===== src/rtl/afc_pkg.sv =====
// Package for the audio fetch channel: sample formats, register select
// defaults and the built-in sine table (quarter wave plus symmetry).
package afc_pkg;

    typedef enum logic [1:0] {
        FMT_BYTE   = 2'd0,
        FMT_WORD   = 2'd1,
        FMT_NIB_LO = 2'd2,
        FMT_NIB_HI = 2'd3
    } afc_fmt_e;

    localparam int SMP_W        = 16;
    localparam int VOL_W        = 8;
    localparam int SEL_W        = 4;
    localparam int CTRL_EN_BIT  = 7;
    localparam int CTRL_RPT_BIT = 6;
    localparam int CTRL_SIN_BIT = 5;

    // First quadrant of the sine table, k = 0..8.
    function automatic logic signed [SMP_W-1:0] sine_quarter(input logic [3:0] k);
        case (k)
            4'd0:    return 16'sd0;
            4'd1:    return 16'sd6393;
            4'd2:    return 16'sd12539;
            4'd3:    return 16'sd18204;
            4'd4:    return 16'sd23170;
            4'd5:    return 16'sd27245;
            4'd6:    return 16'sd30273;
            4'd7:    return 16'sd32137;
            default: return 16'sd32767;
        endcase
    endfunction

    // Full 32-point table built from the quadrant by mirror and negation.
    function automatic logic signed [SMP_W-1:0] sine_value(input logic [4:0] idx);
        logic [3:0] half;
        logic [3:0] k;
        half = idx[3:0];
        k    = (half <= 4'd8) ? half : 4'(5'd16 - {1'b0, half});
        return idx[4] ? -sine_quarter(k) : sine_quarter(k);
    endfunction

endpackage


===== src/rtl/afc_regs.sv =====
// Register file of the channel. Holds the static playback settings written
// through the byte port, and decodes control writes for the sequencer.
// Assumes every address, end and rate width is a multiple of 8.
module afc_regs
    import afc_pkg::*;
#(
    parameter int ADDR_W = 24,
    parameter int CMP_W  = 16,
    parameter int RATE_W = 24
) (
    input  logic              clk,
    input  logic              rst_n,
    input  logic              wr,
    input  logic [SEL_W-1:0]  sel,
    input  logic [7:0]        wdata,
    output logic              ctrl_wr,
    output logic              ctrl_en,
    output logic              rpt_en,
    output logic              sine_en,
    output afc_fmt_e          fmt,
    output logic [ADDR_W-1:0] start_addr,
    output logic [CMP_W-1:0]  end_mark,
    output logic [ADDR_W-1:0] rpt_addr,
    output logic [RATE_W-1:0] rate,
    output logic [VOL_W-1:0]  volume
);
    localparam int ADDR_B    = ADDR_W / 8;
    localparam int CMP_B     = CMP_W / 8;
    localparam int RATE_B    = RATE_W / 8;
    localparam int OFF_START = 1;
    localparam int OFF_END   = OFF_START + ADDR_B;
    localparam int OFF_RPT   = OFF_END + CMP_B;
    localparam int OFF_RATE  = OFF_RPT + ADDR_B;
    localparam int OFF_VOL   = OFF_RATE + RATE_B;

    // Control write decode, used by the sequencer in the same cycle.
    assign ctrl_wr = wr && (sel == '0);
    assign ctrl_en = wdata[CTRL_EN_BIT];

    // Capture settings byte by byte at their selects.
    always_ff @(posedge clk) begin
        if (!rst_n) begin
            rpt_en     <= 1'b0;
            sine_en    <= 1'b0;
            fmt        <= FMT_BYTE;
            start_addr <= '0;
            end_mark   <= '0;
            rpt_addr   <= '0;
            rate       <= '0;
            volume     <= '0;
        end else if (wr) begin
            if (ctrl_wr) begin
                rpt_en  <= wdata[CTRL_RPT_BIT];
                sine_en <= wdata[CTRL_SIN_BIT];
                fmt     <= afc_fmt_e'(wdata[1:0]);
            end
            for (int i = 0; i < ADDR_B; i++) begin
                if (int'(sel) == OFF_START + i) start_addr[8*i +: 8] <= wdata;
                if (int'(sel) == OFF_RPT + i)   rpt_addr[8*i +: 8]   <= wdata;
            end
            for (int i = 0; i < CMP_B; i++) begin
                if (int'(sel) == OFF_END + i) end_mark[8*i +: 8] <= wdata;
            end
            for (int i = 0; i < RATE_B; i++) begin
                if (int'(sel) == OFF_RATE + i) rate[8*i +: 8] <= wdata;
            end
            if (int'(sel) == OFF_VOL) volume <= wdata[VOL_W-1:0];
        end
    end
endmodule


===== src/rtl/afc_pacer.sv =====
// Phase accumulator that paces sample ticks. It adds the rate on every
// enabled clock, and the carry out of the top bit is the tick. Assumes
// restart is asserted only together with a start of playback.
module afc_pacer #(
    parameter int RATE_W = 24
) (
    input  logic              clk,
    input  logic              rst_n,
    input  logic              en,
    input  logic              restart,
    input  logic [RATE_W-1:0] rate,
    output logic              tick
);
    logic [RATE_W-1:0] acc_q;
    logic [RATE_W:0]   sum;

    assign sum  = {1'b0, acc_q} + {1'b0, rate};
    assign tick = en && sum[RATE_W];

    // Accumulate while enabled; clear on a fresh start.
    always_ff @(posedge clk) begin
        if (!rst_n)       acc_q <= '0;
        else if (restart) acc_q <= '0;
        else if (en)      acc_q <= sum[RATE_W-1:0];
    end
endmodule


===== src/rtl/afc_seq.sv =====
// Playback sequencer: enable and stop state, current address, end/repeat
// handling and the byte fetch handshake. It emits load strobes for the
// sample path. Assumes fetch_data is valid in the grant cycle.
module afc_seq
    import afc_pkg::*;
#(
    parameter int ADDR_W = 24,
    parameter int CMP_W  = 16
) (
    input  logic              clk,
    input  logic              rst_n,
    input  logic              ctrl_wr,
    input  logic              ctrl_en,
    input  logic              rpt_en,
    input  logic              sine_en,
    input  afc_fmt_e          fmt,
    input  logic [ADDR_W-1:0] start_addr,
    input  logic [CMP_W-1:0]  end_mark,
    input  logic [ADDR_W-1:0] rpt_addr,
    input  logic              tick,
    input  logic              fetch_gnt,
    output logic              en,
    output logic              restart,
    output logic              fetch_req,
    output logic [ADDR_W-1:0] fetch_addr,
    output logic [ADDR_W-1:0] cur_addr,
    output logic              stopped,
    output logic              lo_load,
    output logic              fin_load,
    output logic              sine_load
);
    logic              en_q, stop_q, req_q, phase_q;
    logic [ADDR_W-1:0] cur_q;
    logic              active, take, advance, at_end;
    logic [1:0]        step;

    assign active    = en_q && !ctrl_wr;
    assign sine_load = active && sine_en && tick;
    assign take      = active && !sine_en && req_q && fetch_gnt;
    assign lo_load   = take && (fmt == FMT_WORD) && !phase_q;
    assign fin_load  = take && !lo_load;
    assign advance   = sine_load || fin_load;
    assign at_end    = (cur_q[CMP_W-1:0] == end_mark);
    assign step      = (sine_en || fmt == FMT_WORD) ? 2'd2 : 2'd1;
    assign restart   = ctrl_wr && ctrl_en && !en_q;

    assign en         = en_q;
    assign fetch_req  = req_q;
    assign fetch_addr = cur_q + ADDR_W'(phase_q);
    assign cur_addr   = cur_q;
    assign stopped    = stop_q;

    // Control writes take priority; otherwise run fetch and address stepping.
    always_ff @(posedge clk) begin
        if (!rst_n) begin
            en_q    <= 1'b0;
            stop_q  <= 1'b0;
            req_q   <= 1'b0;
            phase_q <= 1'b0;
            cur_q   <= '0;
        end else if (ctrl_wr) begin
            en_q    <= ctrl_en;
            stop_q  <= 1'b0;
            req_q   <= 1'b0;
            phase_q <= 1'b0;
            if (restart) cur_q <= start_addr;
        end else begin
            if (advance) begin
                if (!at_end)     cur_q <= cur_q + ADDR_W'(step);
                else if (rpt_en) cur_q <= rpt_addr;
                else begin
                    en_q   <= 1'b0;
                    stop_q <= 1'b1;
                end
            end
            if (active && !sine_en) begin
                if (req_q) begin
                    if (lo_load)  phase_q <= 1'b1;
                    if (fin_load) begin
                        req_q   <= 1'b0;
                        phase_q <= 1'b0;
                    end
                end else if (tick) begin
                    req_q <= 1'b1;
                end
            end
        end
    end

    // an ungranted request survives unless a control write drops it.
    assert_req_hold_R4: assert property (@(posedge clk) disable iff (!rst_n)
        (req_q && !fetch_gnt && !ctrl_wr) |=> req_q);

    // sine playback never drives the fetch port.
    assert_sine_no_fetch_R8: assert property (@(posedge clk) disable iff (!rst_n)
        sine_en |-> !req_q);

    // a raised stop flag always comes with a halted channel.
    assert_stop_disables_R7: assert property (@(posedge clk) disable iff (!rst_n)
        stop_q |-> !en_q);

    // the address does not move while the channel is disabled.
    assert_idle_addr_frozen_R10: assert property (@(posedge clk) disable iff (!rst_n)
        (!en_q && !ctrl_wr) |=> $stable(cur_q));
endmodule


===== src/rtl/afc_sample.sv =====
// Sample path: assembles fetched bytes or sine entries into the held
// sample and scales it by the volume with a signed multiply.
// Assumes the load strobes are mutually exclusive.
module afc_sample
    import afc_pkg::*;
(
    input  logic                    clk,
    input  logic                    rst_n,
    input  logic                    lo_load,
    input  logic                    fin_load,
    input  logic                    sine_load,
    input  afc_fmt_e                fmt,
    input  logic [7:0]              fetch_data,
    input  logic [4:0]              sine_idx,
    input  logic [VOL_W-1:0]        volume,
    output logic signed [SMP_W-1:0] sample_out
);
    logic        [7:0]         lo_q;
    logic signed [SMP_W-1:0]   held_q;
    logic signed [SMP_W-1:0]   fetched;
    logic signed [SMP_W+VOL_W:0] prod;

    // Build the signed sample from the last fetched byte(s).
    always_comb begin
        case (fmt)
            FMT_WORD:   fetched = {fetch_data, lo_q};
            FMT_NIB_LO: fetched = {fetch_data[3:0], 12'h000};
            FMT_NIB_HI: fetched = {fetch_data[7:4], 12'h000};
            default:    fetched = {fetch_data, 8'h00};
        endcase
    end

    // Hold the low byte and the finished sample.
    always_ff @(posedge clk) begin
        if (!rst_n) begin
            lo_q   <= '0;
            held_q <= '0;
        end else begin
            if (lo_load)   lo_q   <= fetch_data;
            if (fin_load)  held_q <= fetched;
            if (sine_load) held_q <= sine_value(sine_idx);
        end
    end

    assign prod       = held_q * $signed({1'b0, volume});
    assign sample_out = prod[SMP_W+VOL_W-1:VOL_W];

    // a muted channel outputs silence.
    assert_mute_R9: assert property (@(posedge clk) disable iff (!rst_n)
        (volume == '0) |-> (sample_out == '0));
endmodule


===== src/rtl/audio_fetch_channel.sv =====
// Top of one audio sample fetch channel. It ties together the register
// file, the rate pacer, the playback sequencer and the sample path.
// Assumes an external arbiter answers fetch_req with a one-cycle grant.
module audio_fetch_channel
    import afc_pkg::*;
#(
    parameter int ADDR_W = 24,
    parameter int CMP_W  = 16,
    parameter int RATE_W = 24
) (
    input  logic              clk,
    input  logic              rst_n,
    input  logic              reg_wr,
    input  logic [3:0]        reg_sel,
    input  logic [7:0]        reg_wdata,
    output logic              fetch_req,
    output logic [ADDR_W-1:0] fetch_addr,
    input  logic              fetch_gnt,
    input  logic [7:0]        fetch_data,
    output logic [ADDR_W-1:0] cur_addr,
    output logic              stopped,
    output logic [15:0]       sample_out
);
    logic              ctrl_wr, ctrl_en, rpt_en, sine_en;
    afc_fmt_e          fmt;
    logic [ADDR_W-1:0] start_addr, rpt_addr;
    logic [CMP_W-1:0]  end_mark;
    logic [RATE_W-1:0] rate;
    logic [VOL_W-1:0]  volume;
    logic              en, restart, tick;
    logic              lo_load, fin_load, sine_load;
    logic signed [SMP_W-1:0] smp;

    afc_regs #(.ADDR_W(ADDR_W), .CMP_W(CMP_W), .RATE_W(RATE_W)) u_regs (
        .clk(clk), .rst_n(rst_n), .wr(reg_wr), .sel(reg_sel), .wdata(reg_wdata),
        .ctrl_wr(ctrl_wr), .ctrl_en(ctrl_en), .rpt_en(rpt_en), .sine_en(sine_en),
        .fmt(fmt), .start_addr(start_addr), .end_mark(end_mark),
        .rpt_addr(rpt_addr), .rate(rate), .volume(volume)
    );

    afc_pacer #(.RATE_W(RATE_W)) u_pacer (
        .clk(clk), .rst_n(rst_n), .en(en), .restart(restart),
        .rate(rate), .tick(tick)
    );

    afc_seq #(.ADDR_W(ADDR_W), .CMP_W(CMP_W)) u_seq (
        .clk(clk), .rst_n(rst_n), .ctrl_wr(ctrl_wr), .ctrl_en(ctrl_en),
        .rpt_en(rpt_en), .sine_en(sine_en), .fmt(fmt),
        .start_addr(start_addr), .end_mark(end_mark), .rpt_addr(rpt_addr),
        .tick(tick), .fetch_gnt(fetch_gnt), .en(en), .restart(restart),
        .fetch_req(fetch_req), .fetch_addr(fetch_addr), .cur_addr(cur_addr),
        .stopped(stopped), .lo_load(lo_load), .fin_load(fin_load),
        .sine_load(sine_load)
    );

    afc_sample u_sample (
        .clk(clk), .rst_n(rst_n), .lo_load(lo_load), .fin_load(fin_load),
        .sine_load(sine_load), .fmt(fmt), .fetch_data(fetch_data),
        .sine_idx(cur_addr[5:1]), .volume(volume), .sample_out(smp)
    );

    assign sample_out = smp;
endmodule


===== config.mk =====
export PLATFORM = sky130hd
export DESIGN_NAME = audio_fetch_channel
export DESIGN_NICKNAME = d
export VERILOG_FILES = /design/src/rtl/afc_pkg.sv /design/src/rtl/afc_regs.sv /design/src/rtl/afc_pacer.sv /design/src/rtl/afc_seq.sv /design/src/rtl/afc_sample.sv /design/src/rtl/audio_fetch_channel.sv
export SDC_FILE = /design/constraint.sdc
export NUM_CORES = 1
export LEC_CHECK = 0
export BUFFER_PORTS_ARGS = -buffer_cell sky130_fd_sc_hd__buf_4
export CAP_MARGIN = 20
export CORE_ASPECT_RATIO = 1.5
export CORE_MARGIN = 2
export CORE_UTILIZATION = 30
export DETAILED_ROUTE_END_ITERATION = 12
export SYNTH_ARGS = -nofsm -noshare
export SYNTH_HDL_FRONTEND = slang
export SYNTH_SLANG_ARGS = --single-unit

===== constraint.sdc =====
create_clock -name clk -period 9.8 [get_ports clk]
set_input_delay 0.98 -clock clk [delete_from_list [all_inputs] [get_ports clk]]
set_output_delay 0.98 -clock clk [all_outputs]
set_load 0.03 [all_outputs]

---- Word-level counts from Yosys, hierarchy flattened ----
Memory sizes are Yosys's and may differ from the RTL's.
Cells that the tools add are included.
word-level totals
  bits in registers ....................... 176
  bits in read-only memories .............. 240
  input port bits ......................... 24
  output and inout port bits .............. 66
  word-level logic and storage cells ...... 121
  memories ................................ 2
cells by class
  add/sub/neg operators ................... 5
  $mul .................................... 1
  order comparisons ....................... 1
  eq/ne operators ......................... 19
  muxes and demuxes ....................... 24
  bitwise logic cells ..................... 2
  reductions and logical operators ........ 44
memory list
  name             depth  width  rd ports  clocked after memory_dff  write ports  RTL line       RTL
  (no name shown)  8      15     1         0                         0            afc_pkg.sv:21  case (k)
  (no name shown)  8      15     1         0                         0            afc_pkg.sv:21
operators by type and width
  kind                   number
  $mux W24               5
  $mux W16               7
  $pmux W16 S3           1
  $eq A4 B4 Y1 const B   8
  $reduce_and A2 Y1      13
  $add A24 B24 Y25       1
  $add A24 B1 Y24        1
  $add A24 B2 Y24        1
  $mul A16 B9 Y24        1
  $eq A16 B16 Y1         1
  $neg A16 Y16           1
  $logic_and A1 B1 Y1    13
  $eq A4 B3 Y1 const B   3
  $reduce_and A3 Y1      4
  $mux W1                9
  $reduce_bool A2 Y1     4
  $logic_not A1 Y1       5
  $eq A2 B2 Y1 const B   2
  $eq A4 B2 Y1 const B   1
  $le A4 B4 Y1 const B   1
  $logic_not A4 Y1       1
  $mux W4                1
  $reduce_or A2 Y1       2
  $sub A1 B4 Y4 const A  1
  7 further kinds        9

---- Logic depth before layout (Yosys ltp) ----
Gate-level depths: netlist of the first run.
  depth after elaboration ................. 14
  gate-level depth with buffers ........... 19
  depth with buffers taken out ............ 17

---- Hierarchy ----
From an unflattened synthesis of the first run, not the netlist that was laid out.
unflattened totals
  cells, all modules ...................... 1689
  area, all modules ....................... 14531.4 um2
by module, submodules not included
  module      instances  cells each  area an instance (um2)  seq. area each (um2)
  afc_sample  1          756         6291.0                  480.5
  afc_regs    1          356         3663.5                  2001.9
  afc_seq     1          335         2588.7                  560.5
  afc_pacer   1          242         1988.2                  480.5

---- Least setup slack after synthesis of the first run ----
Ideal clock, no wire load.
  kind .................................... reg2out
  from .................................... register u_regs.volume[2]
  to ...................................... output sample_out[8]
  arrival ................................. 5.103 ns
  data required time ...................... 8.820 ns
  path slack .............................. 3.717 ns
  cell stages (with the launch flop) ...... 20
  buffers on the path ..................... 2
  cell sequence ........................... dfxtp_1 > clkbuf_1 > clkbuf_1 > nand2_1 > fa_1 > inv_1 > fa_1 > inv_1 > fa_1 > inv_1 > fa_1 > ha_1 > nand4_1 > or3_1 > a21oi_1 > o2111ai_1 > a21boi_0 > o21a_1 > nor2_1 > xnor2_1
between the ends
  word-level cells in the longest chain between the ends .. 1
ends and longest elaborated chain
  what             RTL line                   RTL
  from (decl)      afc_regs.sv:25             output logic [VOL_W-1:0] volume
  $mul A16 B9 Y24  afc_sample.sv:45           assign prod = held_q * $signed({1'b0, volume});
  to (decl)        audio_fetch_channel.sv:22  output logic [15:0] sample_out
No other way between the ends.

---- Worst setup path in the final report of the first run ----
Same ends and word-level chain as after synthesis.

==> impl_metrics.json, run 1 <==
{
  "synth_area_leader_cell": "dfxtp_1",
  "fin_crit_ns": 6.789,
  "htreeDepth": 4,
  "syn_nets": 1854,
  "p_leak_nw": 7.461,
  "synth_ff_type": "dfxtp_1",
  "tightest_slew_ns": 1.026,
  "cp.arrival_ns": 5.81,
  "drive_gt1_share_pct": 8.859,
  "grt_max_degree": 87,
  "avgSynthCellArea_um2": 8.629,
  "synth_edf_count": 0,
  "drc": 0,
  "maxSlewHeadroom_pct": 31.35,
  "detail_route.first_pass.iterations": 5,
  "r2r_start": "u_seq.cur_addr[1]",
  "cp_top_family": "adder cells",
  "dieArea_um2": 49310,
  "path_cells": "nand2_1 > fa_1 > inv_1 > fa_1 > inv_1 > fa_1 > inv_1 > fa_1 > ha_1 > nand4_1 > or3_1 > a21oi_1 > o2111ai_1 > a21boi_0 > o21a_1 > nor2_1 > xnor2_1 > buf_4",
  "skew_ns": 0.01132,
  "cpPeakStageDelay_ns": 0.69,
  "r2r_slack_ns": 5.73,
  "hold_violations": 0,
  "design.final.nets": 1871,
  "grt_pass1_vias": 11560,
  "final_common_cell": "nand2_1",
  "area_growth_syn_to_layout_pct": 11.38,
  "final_cell_area_um2": 15880,
  "cp.depth": 18,
  "core_area_um2": 46850,
  "grt-ovfl-total": 0,
  "crit_start": "u_regs.volume[2]",
  "ys_ff_latch": 176,
  "drt-vias-per-instance": 4.964,
  "syn_inst": 1652,
  "num_vias": 11300,
  "top_usage_layer": "met2",
  "antenna_found_initial": 0,
  "finalSetupViolations": 0,
  "start_util_pct": 30.43,
  "ir_worst_vdd_mv": 0.09172,
  "r2r_cells": 12,
  "final_max_slew_viol_count": 0,
  "ctsResizeCount": 0,
  "critPathMaxFanout": 17,
  "place_congestion": 0.8470,
  "hp-class": "register to register",
  "status": "finished clean",
  "fmax_mhz": 147.3,
  "cts-root-buf": "clkbuf_16",
  "path_buf_inv": 4,
  "cap_violations": 0,
  "yosys-top-cells-area": "dfxtp_1, fa_1, mux2i_1",
  "hp-start": "u_regs.rpt_en",
  "final_cell_mix": "nand2_1, dfxtp_1, inv_1",
  "globalRouteMet3Util_pct": 1.925,
  "cp_slowest_cell": "dfxtp_1",
  "numCtsBuffers": 17,
  "syn_area_um2": 14250,
  "die_h_um": 271.0,
  "rows": 97,
  "crit_end": "sample_out[8]",
  "grt_use_met1_pct": 17.03,
  "port_buffers": 89,
  "timing.setup.tns_ns": 0,
  "synth-async-reset-ratio_pct": 0,
  "dr.first_iter.drc_count": 459,
  "power_density_nw_per_um2": 93.69,
  "synth_cell_type_count": 72,
  "grt_pass1_wl_um": 59930,
  "rsz0062_at_grt": "no",
  "dp.final_hpwl_um": 27210,
  "path_class": "register to primary output",
  "synth_top_area_share_pct": 24.72,
  "startpoint_type": "register",
  "cts_sinks": 176,
  "fin_crit_sh_pct": 69.27,
  "worst-endpoint-required_ns": 8.82,
  "clkTransAtPathRegs_ns": 0.07,
  "cts_buffer_depth": 2,
  "cts_tree": "built",
  "placed_cell_area_um2": 15300,
  "wirelength_um": 37120,
  "clock_latency_ns": 0.44,
  "die_x_um": 182.0,
  "track_usage_pct": 15.09,
  "yosysWarnings": 0,
  "power_mw": 1.487,
  "cp-end-kind": "primary output",
  "cpMostUsedCell": "fa_1",
  "grtUsageMet2_pct": 28.54,
  "ios": 90,
  "cts_setup_buffers": 0,
  "r2r_end": "u_sample.held_q[10]",
  "wl_per_cell_um": 16.31,
  "ys_seq_area_share_pct": 24.72,
  "antenna_left": 0,
  "cts_hold_buffers": 0,
  "n_antenna_cell": 0
}
[sequential cells by signal, indices dropped and copies added, names as in the netlist]
signal             cells
u_pacer.acc_q         24
u_regs.rate           24
u_regs.rpt_addr       24
u_regs.start_addr     24
u_seq.cur_addr        24
u_regs.end_mark       16
u_sample.held_q       16
u_regs.volume          8
u_sample.lo_q          8
u_regs.fmt             2
u_regs.rpt_en          1
u_regs.sine_en         1
u_seq.en               1
u_seq.fetch_req        1
u_seq.phase_q          1
u_seq.stopped          1
[worst register-to-register path, stage by stage, from the launching register on]
cell      delay, ns
dfxtp_1        0.66
clkinv_1       0.48
ha_1           0.48
o21a_1         0.30
a21oi_2        0.31
o21ai_0        0.28
nor2_1         0.24
ha_1           0.25
nand3_1        0.08
or2_2          0.33
o211ai_1       0.17
o211ai_1       0.16
and3_1         0.23
[per-layer routing]
layer	vias to the layer above	wire length [um]
met5	-	0
li1	5503	-
met1	5554	15340
met2	179	19710
met4	0	1158
met3	62	910
[synthesized netlist by cell type (43+ instances only)]
master,number
nand2_1,182
dfxtp_1,176
inv_1,153
nor2_1,145
mux2i_1,132
fa_1,101
ha_1,77
clkbuf_1,69
and2_1,67
xnor2_1,61
xor2_1,46
a21oi_1,43
[cells by family (layout without fill, tap and decap cells)]
family | count (synthesis) | in the layout | synth area share (%)
AND/OR/NAND/NOR | 562 | 562 | 19.23
XOR/XNOR | 108 | 108 | 6.688
adder cells (fa/ha/maj) | 178 | 178 | 20.94
flip-flops | 176 | 176 | 24.72
AO/OA/AOI/OAI | 241 | 241 | 11.88
multiplexers | 133 | 133 | 9.348
buffers and inverters | 254 | 284 | 7.197
[layout make-up]
type                       instances  area (um^2)
timing repair buffer              97        728.2
clock buffer                      20        446.7
inverter                         155        583.1
fill                            4838        30970
clock inverter                    12        126.4
sequential                       176         3523
multi-input combinational       1222         9726
tap                              594        743.2
[metrics by stage]
| step | utilization, % | setup WS (ns) | cells | hold slack, ns |
|---|---|---|---|---|
| finish | 33.89 | 3.011 | 2276 | 0.4506 |
| global route | 33.89 | 2.627 | 2276 | 0.4962 |
| CTS | 33.87 | 2.966 | 2275 | 0.4535 |
| detailed placement | 32.65 | 3.447 | 2243 | 0.4442 |
| global placement | 32.65 | 3.555 | 2243 | 0.4372 |
| floorplan | - | 3.717 | 1652 | 0.4291 |
[how the worst min path moves through the flow]
stage                                    to  slack, ns  cells after the start
after detailed placement      u_regs.rpt_en       0.44                      2
after global placement        u_regs.rpt_en       0.44                      2
final                         u_regs.rpt_en       0.45                      2
after floorplan           u_pacer.acc_q[21]       0.43                      2
after CTS                     u_regs.rpt_en       0.45                      2
after global routing          u_regs.rpt_en       0.50                      2
[power breakdown]
| part | internal, mW | switching, mW | leakage, nW |
|---|---|---|---|
| combinational | 0.0297 | 0.0595 | 5.77 |
| sequential | 0.720 | 0.00489 | 1.42 |
| clock | 0.363 | 0.310 | 0.274 |
No activity file was read; power rests on OpenSTA's default activity.
==> run 2, diff against run 1 <==
==> constraint.sdc (replaced) <==
create_clock -name clk -period 6.85 [get_ports clk]
set_input_delay 0.685 -clock clk [delete_from_list [all_inputs] [get_ports clk]]
set_output_delay 0.685 -clock clk [all_outputs]
set_load 0.03 [all_outputs]
==> run 2 against run 1 <==
  * Non-clock buffer count is 2 higher
  * Via count is 0.30% higher
  * Hold slack better by 0.0031 ns
  * Wire length is 0.23% lower
  * Combinational power is 43% higher
  * Die area stayed put
  * Sequential power is 43% higher
  * First-iteration DRC count is 17% higher
  * Design area is 0.48% higher
  * Global-route usage hardly changed
  * Sequential share of layout area is 0.098 points lower
  * Critical path type unchanged
  * Largest cell class unchanged
==> impl_metrics.json, run 2 (synthesis results as in run 1) <==
{
  "status": "finished clean",
  "top_layer": "met4",
  "drive_gt1_share_pct": 9.026,
  "path_cells": "nand2_1 > fa_1 > inv_1 > fa_1 > inv_1 > fa_1 > inv_1 > fa_1 > ha_1 > nand4_1 > or3_1 > a21oi_1 > o2111ai_1 > o21ai_1 > a211o_1 > a21oi_1 > xnor2_1 > buf_4",
  "cts_sinks": 176,
  "swShare_pct": 23.93,
  "core_area_um2": 46850,
  "grt_max_degree": 87,
  "wl_met3_um": 1002,
  "crit_start": "u_regs.volume[1]",
  "critPathMaxFanout": 16,
  "area_growth_syn_to_layout_pct": 11.91,
  "start_util_pct": 30.43,
  "grt-ovfl-total": 0,
  "cts_tree": "built",
  "timing.setup.tns_ns": 0,
  "wirelength_um": 37030,
  "ios": 90,
  "fin_crit_ns": 6.507,
  "p_switching_uw": 532.5,
  "skew_ns": 0.01136,
  "power_density_nw_per_um2": 139.5,
  "hp-start": "u_pacer.acc_q[22]",
  "dp.final_hpwl_um": 27030,
  "hold_violations": 0,
  "n_fill_cell": 4833,
  "grt_pass1_vias": 11540,
  "route.met2.wl_um": 19470,
  "cts_hold_buffers": 0,
  "numCtsBuffers": 17,
  "placed_cell_area_um2": 15320,
  "startpoint_type": "register",
  "cts_buffer_depth": 2,
  "drt-vias-per-instance": 4.975,
  "seqPwrFrac_pct": 46.6,
  "port_buffers": 89,
  "clkPwrFrac_pct": 47.6,
  "cp.arrival_ns": 5.82,
  "cpMostUsedCell": "fa_1",
  "ir_worst_vdd_mv": 0.1438,
  "wl_met1_um": 15440,
  "detail_route.first_pass.iterations": 5,
  "clock_latency_ns": 0.44,
  "htreeDepth": 4,
  "final_cell_area_um2": 15950,
  "final_max_slew_viol_count": 0,
  "cts-root-buf": "clkbuf_16",
  "wl_per_cell_um": 16.26,
  "fin_crit_sh_pct": 94.99,
  "rows": 97,
  "cp_slowest_cell": "dfxtp_1",
  "num_vias": 11330,
  "track_usage_pct": 15.08,
  "r2r_start": "u_seq.cur_addr[2]",
  "maxSlewHeadroom_pct": 27.83,
  "fmax_mhz": 153.7,
  "p_int_mw": 1.693,
  "cpPeakStageDelay_ns": 0.67,
  "design.final.nets": 1873,
  "path_class": "register to primary output",
  "tightest_slew_ns": 1.079,
  "p_leak_nw": 7.504,
  "worst-endpoint-required_ns": 6.16,
  "drc": 0,
  "rsz0062_at_grt": "no",
  "final_common_cell": "nand2_1",
  "place_congestion": 0.8348,
  "die_x_um": 182.0,
  "die_h_um": 271.0,
  "hp-class": "register to register",
  "antenna_found_initial": 0,
  "antenna_left": 0,
  "pwr-share-comb_pct": 5.8,
  "dieArea_um2": 49310,
  "final_cell_mix": "nand2_1, dfxtp_1, inv_1",
  "grt_pass1_wl_um": 60000,
  "cp-end-kind": "primary output",
  "clkTransAtPathRegs_ns": 0.06,
  "finalSetupViolations": 0,
  "cts_setup_buffers": 0,
  "cap_violations": 0,
  "dr.first_iter.drc_count": 539,
  "n_antenna_cell": 0
}
run 2: repair_timing:
item / in CTS / in global routing
endpoints found under the hold margin: 0 / 0
setup endpoints to repair: 0 / 3
gates resized for setup: 0 / 1
run 2: power groups by stage:
stage	Sequential (mW)	Clock (mW)	Combinational, mW
after floorplan	1.06	0	0.0829
after global placement	1.06	0	0.128
after detailed placement	1.06	0	0.129
after CTS	1.04	1.08	0.129
after global routing	1.04	1.12	0.139
final	1.04	1.06	0.128
run 2: metrics by stage:
step / total power [mW] / hold slack, ns / cells / setup slack [ns] / utilization [%]
after floorplan: 1.141 / 0.4291 / 1652 / 1.062 / -
after global placement: 1.188 / 0.4369 / 2246 / 0.8894 / 32.70
after detailed placement: 1.189 / 0.4451 / 2246 / 0.7812 / 32.70
after CTS: 2.248 / 0.4548 / 2278 / 0.2908 / 34.05
after global routing: 2.297 / 0.4683 / 2278 / 0.0009845 / 34.05
final: 2.225 / 0.4538 / 2278 / 0.3434 / 34.05
run 2: layout make-up:
cell class	instances	area, um^2	share of cell area [%]
Multi-Input combinational cell	1222	9726	60.96
Clock buffer	19	432.9	2.714
Timing Repair Buffer	99	743.2	4.659
Tap cell	594	743.2	4.659
Inverter	155	583.1	3.655
Sequential cell	176	3525	22.09
Clock inverter	13	200.2	1.255
run 2: final timing paths:
kind,endpoint,slack [ns],cells after the start
min,u_pacer.acc_q[22],0.45,2
max reg2reg,u_sample.held_q[10],3.27,14
min reg2reg,u_pacer.acc_q[22],0.45,2
max,sample_out[15],0.34,18
run 2: per-layer routing:
metal	global-route usage, %	up-vias
li1	-	5510
met1	17.43	5585
met2	28.11	179
met3	1.992	58
met4	5.518	0
met5	0	-
run 2: worst max-delay path: cells and delay by family (launching register included):
kind | cells | cell delay [ns]
adder cells (fa/ha/maj) | 5 | 2.29
buffers and inverters | 4 | 0.34
XOR/XNOR | 1 | 0.14
flip-flops | 1 | 0.67
AND/OR/NAND/NOR | 3 | 0.60
AO/OA/AOI/OAI | 5 | 1.34
